[config.mk]
export PLATFORM = sky130hd
export DESIGN_NAME = spi3w_master
export DESIGN_NICKNAME = d
export VERILOG_FILES = /design/src/rtl/spi3w_pkg.sv /design/src/rtl/spi3w_fifo.sv /design/src/rtl/spi3w_ctrl.sv /design/src/rtl/spi3w_datapath.sv /design/src/rtl/spi3w_master.sv
export SDC_FILE = /design/constraint.sdc
export NUM_CORES = 1
export LEC_CHECK = 0
export BUFFER_PORTS_ARGS = -buffer_cell sky130_fd_sc_hd__buf_2
export CORE_MARGIN = 3
export CORE_UTILIZATION = 54
export CTS_CLUSTER_SIZE = 40
export DETAILED_ROUTE_END_ITERATION = 16
export GPL_TIMING_DRIVEN = 0
export PLACE_DENSITY = 0.75
export SYNTH_ARGS = -nofsm -noshare
export SYNTH_HDL_FRONTEND = slang
export SYNTH_HIERARCHICAL = 1
export SYNTH_SLANG_ARGS = --single-unit
[constraint.sdc]
create_clock -name clk -period 3.6 [get_ports clk]
set_clock_uncertainty 0.1 [all_clocks]
set_input_delay 0.18 -clock clk [delete_from_list [all_inputs] [get_ports clk]]
set_output_delay 0.18 -clock clk [all_outputs]
set_load 0.05 [all_outputs]
[src/rtl/spi3w_pkg.sv]
package spi3w_pkg;

  typedef enum logic [3:0] {
    PH_IDLE,
    PH_WR_LO,
    PH_WR_HI,
    PH_TA_REL,
    PH_TA_HI,
    PH_TA_LO,
    PH_RD_HI,
    PH_RD_LO,
    PH_EVT
  } phase_e;

  // strobes from control to datapath
  typedef struct packed {
    logic loadCnt;
    logic txPull;
    logic txStep;
    logic rxStep;
    logic yDec;
  } strobe_t;

  // status from datapath to control
  typedef struct packed {
    logic txNeed;
    logic txAvail;
    logic wrLast;
    logic rdLast;
    logic rxStall;
  } status_t;

endpackage

[src/rtl/spi3w_fifo.sv]
module spi3w_fifo #(
  parameter int W     = 32,
  parameter int DEPTH = 4
) (
  input  logic         clk,
  input  logic         rstN,
  input  logic         push,
  input  logic [W-1:0] pushData,
  input  logic         pop,
  output logic [W-1:0] popData,
  output logic         empty,
  output logic         full
);
  localparam int AW = $clog2(DEPTH);
  localparam int CW = $clog2(DEPTH + 1);

  logic [W-1:0]  mem [DEPTH];
  logic [AW-1:0] wrPtr, rdPtr;
  logic [CW-1:0] count;
  logic          doPush, doPop;

  function automatic logic [AW-1:0] bump(input logic [AW-1:0] p);
    return (p == AW'(DEPTH - 1)) ? '0 : p + 1'b1;
  endfunction

  assign empty   = (count == '0);
  assign full    = (count == CW'(DEPTH));
  assign doPush  = push & ~full;
  assign doPop   = pop & ~empty;
  assign popData = mem[rdPtr];

  always_ff @(posedge clk or negedge rstN) begin
    if (!rstN) begin
      wrPtr <= '0;
      rdPtr <= '0;
      count <= '0;
    end else begin
      if (doPush) wrPtr <= bump(wrPtr);
      if (doPop)  rdPtr <= bump(rdPtr);
      count <= count + CW'(doPush) - CW'(doPop);
    end
  end

  always_ff @(posedge clk) begin
    if (doPush) mem[wrPtr] <= pushData;
  end
endmodule

[src/rtl/spi3w_ctrl.sv]
module spi3w_ctrl
  import spi3w_pkg::*;
#(
  parameter int CLK_DIV = 2
) (
  input  logic    clk,
  input  logic    rstN,
  input  logic    start,
  input  logic    fastMode,
  input  logic    dIn,
  input  status_t st,
  output strobe_t sb,
  output logic    sclk,
  output logic    dOe,
  output logic    irq
);
  localparam int DIVW = (CLK_DIV > 1) ? $clog2(CLK_DIV) : 1;

  phase_e        phase, phaseNxt;
  logic [DIVW-1:0] divCnt;
  logic          fastR, tick, irqSet;

  assign tick = fastR | (divCnt == DIVW'(CLK_DIV - 1));

  always_comb begin
    sb       = '0;
    phaseNxt = phase;
    irqSet   = 1'b0;
    unique case (phase)
      PH_IDLE:   if (start) begin
                   sb.loadCnt = 1'b1;
                   phaseNxt   = PH_WR_LO;
                 end
      PH_WR_LO:  begin
                   sb.txPull = st.txNeed & st.txAvail;
                   if (tick && !st.txNeed) phaseNxt = PH_WR_HI;
                 end
      PH_WR_HI:  if (tick) begin
                   sb.txStep = 1'b1;
                   phaseNxt  = st.wrLast ? PH_TA_REL : PH_WR_LO;
                 end
      PH_TA_REL: if (tick) phaseNxt = fastR ? PH_TA_HI : PH_TA_LO;
      PH_TA_HI:  if (tick) phaseNxt = PH_TA_LO;
      PH_TA_LO:  if (tick) phaseNxt = PH_RD_HI;
      PH_RD_HI:  if (tick && !st.rxStall) begin
                   sb.rxStep = 1'b1;
                   phaseNxt  = PH_RD_LO;
                 end
      PH_RD_LO:  if (tick) begin
                   sb.yDec  = 1'b1;
                   phaseNxt = st.rdLast ? PH_EVT : PH_RD_HI;
                 end
      PH_EVT:    if (tick && dIn) begin
                   irqSet   = 1'b1;
                   phaseNxt = PH_IDLE;
                 end
      default:   phaseNxt = PH_IDLE;
    endcase
  end

  always_ff @(posedge clk or negedge rstN) begin
    if (!rstN) begin
      phase  <= PH_IDLE;
      divCnt <= '0;
      fastR  <= 1'b0;
      irq    <= 1'b0;
    end else begin
      phase <= phaseNxt;
      irq   <= irqSet;
      if (phase == PH_IDLE) begin
        divCnt <= '0;
        if (start) fastR <= fastMode;
      end else begin
        divCnt <= tick ? '0 : divCnt + 1'b1;
      end
    end
  end

  always_comb begin
    sclk = (phase == PH_WR_HI) || (phase == PH_TA_HI) || (phase == PH_RD_HI);
    dOe  = (phase == PH_WR_LO) || (phase == PH_WR_HI);
  end
endmodule

[src/rtl/spi3w_datapath.sv]
module spi3w_datapath
  import spi3w_pkg::*;
#(
  parameter int WORD       = 32,
  parameter int CNT_W      = 16,
  parameter int FIFO_DEPTH = 4
) (
  input  logic            clk,
  input  logic            rstN,
  input  strobe_t         sb,
  input  logic [CNT_W-1:0] wrCount,
  input  logic [CNT_W-1:0] rdCount,
  input  logic            dIn,
  input  logic [WORD-1:0] txData,
  input  logic            txValid,
  output logic            txReady,
  output logic [WORD-1:0] rxData,
  output logic            rxValid,
  input  logic            rxReady,
  output status_t         st,
  output logic            dOut
);
  localparam int BITW = $clog2(WORD + 1);
  localparam int RCW  = $clog2(WORD);

  logic [CNT_W-1:0] xCnt, yCnt;
  logic [WORD-1:0]  txShift, rxShift, rxNext, txHead;
  logic [BITW-1:0]  txLeft;
  logic [RCW-1:0]   rxCnt;
  logic             txEmpty, txFull, rxEmpty, rxFull, rxLastBit;

  spi3w_fifo #(.W(WORD), .DEPTH(FIFO_DEPTH)) txFifo (
    .clk(clk), .rstN(rstN),
    .push(txValid), .pushData(txData),
    .pop(sb.txPull), .popData(txHead),
    .empty(txEmpty), .full(txFull)
  );

  spi3w_fifo #(.W(WORD), .DEPTH(FIFO_DEPTH)) rxFifo (
    .clk(clk), .rstN(rstN),
    .push(sb.rxStep & rxLastBit), .pushData(rxNext),
    .pop(rxReady), .popData(rxData),
    .empty(rxEmpty), .full(rxFull)
  );

  assign txReady   = ~txFull;
  assign rxValid   = ~rxEmpty;
  assign rxLastBit = (rxCnt == RCW'(WORD - 1));
  assign rxNext    = {rxShift[WORD-2:0], dIn};
  assign dOut      = txShift[WORD-1];

  always_comb begin
    st.txNeed  = (txLeft == '0);
    st.txAvail = ~txEmpty;
    st.wrLast  = (xCnt == '0);
    st.rdLast  = (yCnt == '0);
    st.rxStall = rxLastBit & rxFull;
  end

  always_ff @(posedge clk or negedge rstN) begin
    if (!rstN) begin
      xCnt    <= '0;
      yCnt    <= '0;
      txShift <= '0;
      txLeft  <= '0;
      rxShift <= '0;
      rxCnt   <= '0;
    end else begin
      if (sb.loadCnt) begin
        xCnt <= wrCount;
        yCnt <= rdCount;
      end
      if (sb.txPull) begin
        txShift <= txHead;
        txLeft  <= BITW'(WORD);
      end else if (sb.txStep) begin
        txShift <= {txShift[WORD-2:0], 1'b0};
        txLeft  <= txLeft - 1'b1;
        xCnt    <= xCnt - 1'b1;
      end
      if (sb.rxStep) begin
        rxShift <= rxNext;
        rxCnt   <= rxCnt + 1'b1;
      end
      if (sb.yDec) yCnt <= yCnt - 1'b1;
    end
  end
endmodule

[src/rtl/spi3w_master.sv]
module spi3w_master
  import spi3w_pkg::*;
#(
  parameter int WORD       = 32,
  parameter int CNT_W      = 16,
  parameter int FIFO_DEPTH = 4,
  parameter int CLK_DIV    = 2
) (
  input  logic             clk,
  input  logic             rstN,
  input  logic             fastMode,
  input  logic             start,
  input  logic [CNT_W-1:0] wrCount,
  input  logic [CNT_W-1:0] rdCount,
  input  logic [WORD-1:0]  txData,
  input  logic             txValid,
  output logic             txReady,
  output logic [WORD-1:0]  rxData,
  output logic             rxValid,
  input  logic             rxReady,
  output logic             sclk,
  output logic             dOut,
  output logic             dOe,
  input  logic             dIn,
  output logic             irq
);
  strobe_t sb;
  status_t st;

  spi3w_ctrl #(.CLK_DIV(CLK_DIV)) ctrl (
    .clk(clk), .rstN(rstN), .start(start), .fastMode(fastMode), .dIn(dIn),
    .st(st), .sb(sb), .sclk(sclk), .dOe(dOe), .irq(irq)
  );

  spi3w_datapath #(.WORD(WORD), .CNT_W(CNT_W), .FIFO_DEPTH(FIFO_DEPTH)) dp (
    .clk(clk), .rstN(rstN), .sb(sb), .wrCount(wrCount), .rdCount(rdCount),
    .dIn(dIn), .txData(txData), .txValid(txValid), .txReady(txReady),
    .rxData(rxData), .rxValid(rxValid), .rxReady(rxReady),
    .st(st), .dOut(dOut)
  );
endmodule

==> results by group <==
Power
  • Pleak: ~7.1 nW
  • Switching Fraction: 31.95%
  • Power Total: 14.27 mW
  • P_sw: 4.559 mW
  • PD cells: 757.4 mW/mm^2
  • Reg power frac: 44.2%
  • Combinational Power Share: 29.5%
  • Peak supply drop: 0.0004793 V
  • P_int: approximately 10 mW
  • Clock network power share: between 20% and 30%

Route
  • Antenna Nets Post-Route: 0
  • Routed WL: 29.28 mm
  • First-pass DRT Iterations: 4
  • Wire per inst: ~19 um
  • Drt first-iter violations: between 400 and 500
  • Vias/cell: 5.599
  • DRC: 0
  • Via count: 8858

Cells and area
  • Fin cells: 1582
  • Fillers: 1967
  • Share of layout cells above drive strength 1: 26.63%
  • Synth-to-Final Area Change: 18.89%
  • Register area: 0.01087 sq mm
  • Commonest non-fill, non-tap cell in the layout: edfxtp_1
  • Ant. Diodes: 0
  • Commonest cells after routing, fill and taps aside: edfxtp_1 (256), dfrtp_1 (127), buf_2 (119)
  • Design area: 0.01884 sq mm
  • Area of the multi-input gates: 0.004554 sq mm
  • Post-layout util: 65.47%
  • Nets: around 1.3k

Place
  • Placed Cells incl. Taps: ~1.4k
  • Hpwl dp: between 15 and 20 mm
  • Final GP Congestion: 0.8322
  • Placed cell areas: 0.01691 sq mm
  • Pre-CTS setup slack: -574.9 ps
  • PortBufs: about 110

Synthesis
  • Post-synth ARST share: about a third
  • Syn Nets: between 1k and 1.5k
  • Syn avg cell area: 16.73 sq um
  • Ys flop type: edfxtp_1
  • Ys Warns: 6
  • Cell Area, Synth: around 0.016 sq mm
  • Post-synthesis cell count: between 900 and 1k
  • Synth cell types: 82
  • Number of synthesized flops with an enable pin: 256
  • Register area share after synthesis: 68.56%
  • Flops & latches, synth: about 380

GRT
  • Initial antenna violation count: 0
  • Vias in the first global route: 9133
  • Largest net degree at the start of global routing: 89
  • Overall Global Routing Usage: a little under a fifth
  • Grt ovf: 0
  • First-pass GRT wire length: 47.89 mm

Floorplan
  • Die Span Y: between 150 and 200 um
  • # IOs: 109
  • Initial Util: 55.06%
  • Die X: 177.3 um
  • Die area: 0.03144 sq mm
  • Core Box Area: approximately 0.029 sq mm
  • Num rows: 62

Setup path
  • Crit path max fanout: 10
  • Worst EP required: between 3000 and 4000 ps
  • CP Launch Type: flop
  • Crit path DAT: 3740 ps
  • Reg2Reg Launch Point: dp/rxCnt[0]
  • Setup crit end kind: flop
  • Worst Setup SP: dp/rxCnt[0]
  • WS Path Type: flop to flop

Hold path
  • Hold WC Path Type: input port to async pin

Timing
  • Final hold vios: 0
  • Post-route setup slack: 194.6 ps
  • Final setup TNS: 0 ps
  • Hold_ws: between 60 and 70 ps
  • Tcrit/Tclk final: 94.59%
  • Post-layout min period: approximately 3400 ps
  • Worst slew margin: 38.77%
  • FMAX: 0.2937 GHz
  • Slew at the pin with the worst max-slew slack: 918.5 ps
  • Fin. max-slew vios: 0
  • Final setup vio count: 0

Status
  • Outcome: complete, no violations

Clock network
  • Skew-Pair Late Insertion Delay: 510 ps
  • Clock buffer depth: 3
  • Clock Sinks: 383
  • Root Driver: clkbuf_16
  • Clock slew at reported path FFs: 60 ps
  • Num CTS Buffers: 38
  • H-tree depth: 2
  • CTS tree: built

Flow run
  • Max_cap viols: 0
[logic make-up after synthesis]
family | Yosys count | share of synthesized area [%]
flip-flops | 383 | 68.56
multiplexers | 136 | 14.08
AO/OA/AOI/OAI | 113 | 4.785
AND/OR/NAND/NOR | 203 | 7.208
buffers and inverters | 77 | 2.795
XOR/XNOR | 12 | 0.6632
adder cells (fa/ha/maj) | 23 | 1.911
[synth_stat cells, types with 3 or more instances]
library cell,instances,area share [%]
a22oi_1,3,0.14
a31oi_1,3,0.12
nor4b_1,3,0.17
edfxtp_1,256,49
o21ai_0,26,0.82
a211oi_1,15,0.71
nor3_1,16,0.51
o211ai_1,5,0.24
mux4_1,4,0.66
clkbuf_1,22,0.52
a32oi_1,3,0.17
a21oi_1,15,0.47
nor4_1,10,0.39
buf_2,12,0.38
nor2_1,48,1.1
dfrtp_1,127,20
nand4_1,4,0.16
and2_1,8,0.32
nand3_1,6,0.19
mux2_2,39,2.8
ha_1,21,1.7
xnor2_1,10,0.55
buf_12,3,0.38
nand2_1,54,1.3
inv_1,28,0.66
a311oi_1,6,0.33
buf_6,8,0.57
clkbuf_8,3,0.26
and3_1,5,0.20
nor2b_1,4,0.16
and4_1,5,0.28
nand2b_1,5,0.20
mux4_2,60,8.5
and3_2,4,0.19
a221o_1,4,0.25
mux2i_1,32,2.0
o21ai_1,13,0.41
[layout make-up]
cell class              instances  area share, %
plain buffers                  49          1.899
flip-flops and latches        383          57.67
inverters                      28         0.5578
repair buffers                181          6.833
clock buffers                  53          5.791
well taps                     384          2.550
clock inverters                17         0.5312
multi-input cells             487          24.17
[power by group through the flow]
stage | registers [mW] | clock network (mW) | logic [mW]
3_3_place_gp | 6.33 | 0 | 4.06
5_1_grt | 6.42 | 4.00 | 4.58
4_1_cts | 6.31 | 3.83 | 4.28
6_report | 6.31 | 3.75 | 4.21
3_5_place_dp | 6.38 | 0 | 4.16
2_1_floorplan | 6.21 | 0 | 3.29
[worst max-delay path: stages, from the launching register on]
cell	delay (ps)
dfrtp_1	410
ha_1	220
and3_1	150
ha_1	170
and2_1	170
nor3_2	140
clkbuf_8	160
clkbuf_8	170
and2_1	150
nor2b_4	180
inv_1	50
ha_1	280
inv_1	60
ha_1	130
inv_1	50
fa_1	400
xnor2_1	200
xnor2_1	150
[registers in the layout, summed over array words and instances (netlist names)]
| signal | flops |
|---|---|
| ctrl/divCnt | 1 |
| ctrl/fastR | 1 |
| ctrl/irq | 1 |
| ctrl/phase | 4 |
| dp/rxCnt | 5 |
| dp/rxFifo/count | 3 |
| dp/rxFifo/mem | 128 |
| dp/rxFifo/rdPtr | 2 |
| dp/rxFifo/wrPtr | 2 |
| dp/rxShift | 31 |
| dp/txFifo/count | 3 |
| dp/txFifo/mem | 128 |
| dp/txFifo/rdPtr | 2 |
| dp/txFifo/wrPtr | 2 |
| dp/txLeft | 6 |
| dp/txShift | 32 |
| dp/xCnt | 16 |
| dp/yCnt | 16 |
[timing repair]
item                       in CTS  in global routing
hold buffers                   69                  0
resized for setup               6                  1
setup endpoints to repair     130                  1
cloned                          0                  0
pin swaps                       0                  2
buffers inserted                1                  2
hold endpoints to repair      299                  0
[final timing paths]
check | end | slack (ps) | cells past startpoint
worst max-delay path | dp/rxFifo/count[2] | 190 | 17
worst min-delay path | dp/yCnt[13] | 60 | 2
worst max register to register | dp/rxFifo/count[2] | 190 | 17
worst min register to register | dp/rxCnt[3] | 380 | 1
max in group asynchronous | dp/txShift[24] | 2530 | 3
min in group clk | ctrl/phase[0] | 140 | 4
[metal layers]
layer / global-route usage (%) / vias to the layer above / part of all wire, % / routed length (um)
met5: 0 / - / 0 / 0
met4: 5.301 / 0 / 1.9 / 551
met3: 2.888 / 44 / 4.2 / 1217
met2: 33.14 / 225 / 52 / 15120
met1: 25.46 / 4470 / 42 / 12390
li1: - / 4119 / - / -
No activity file was read; power rests on OpenSTA's default activity.
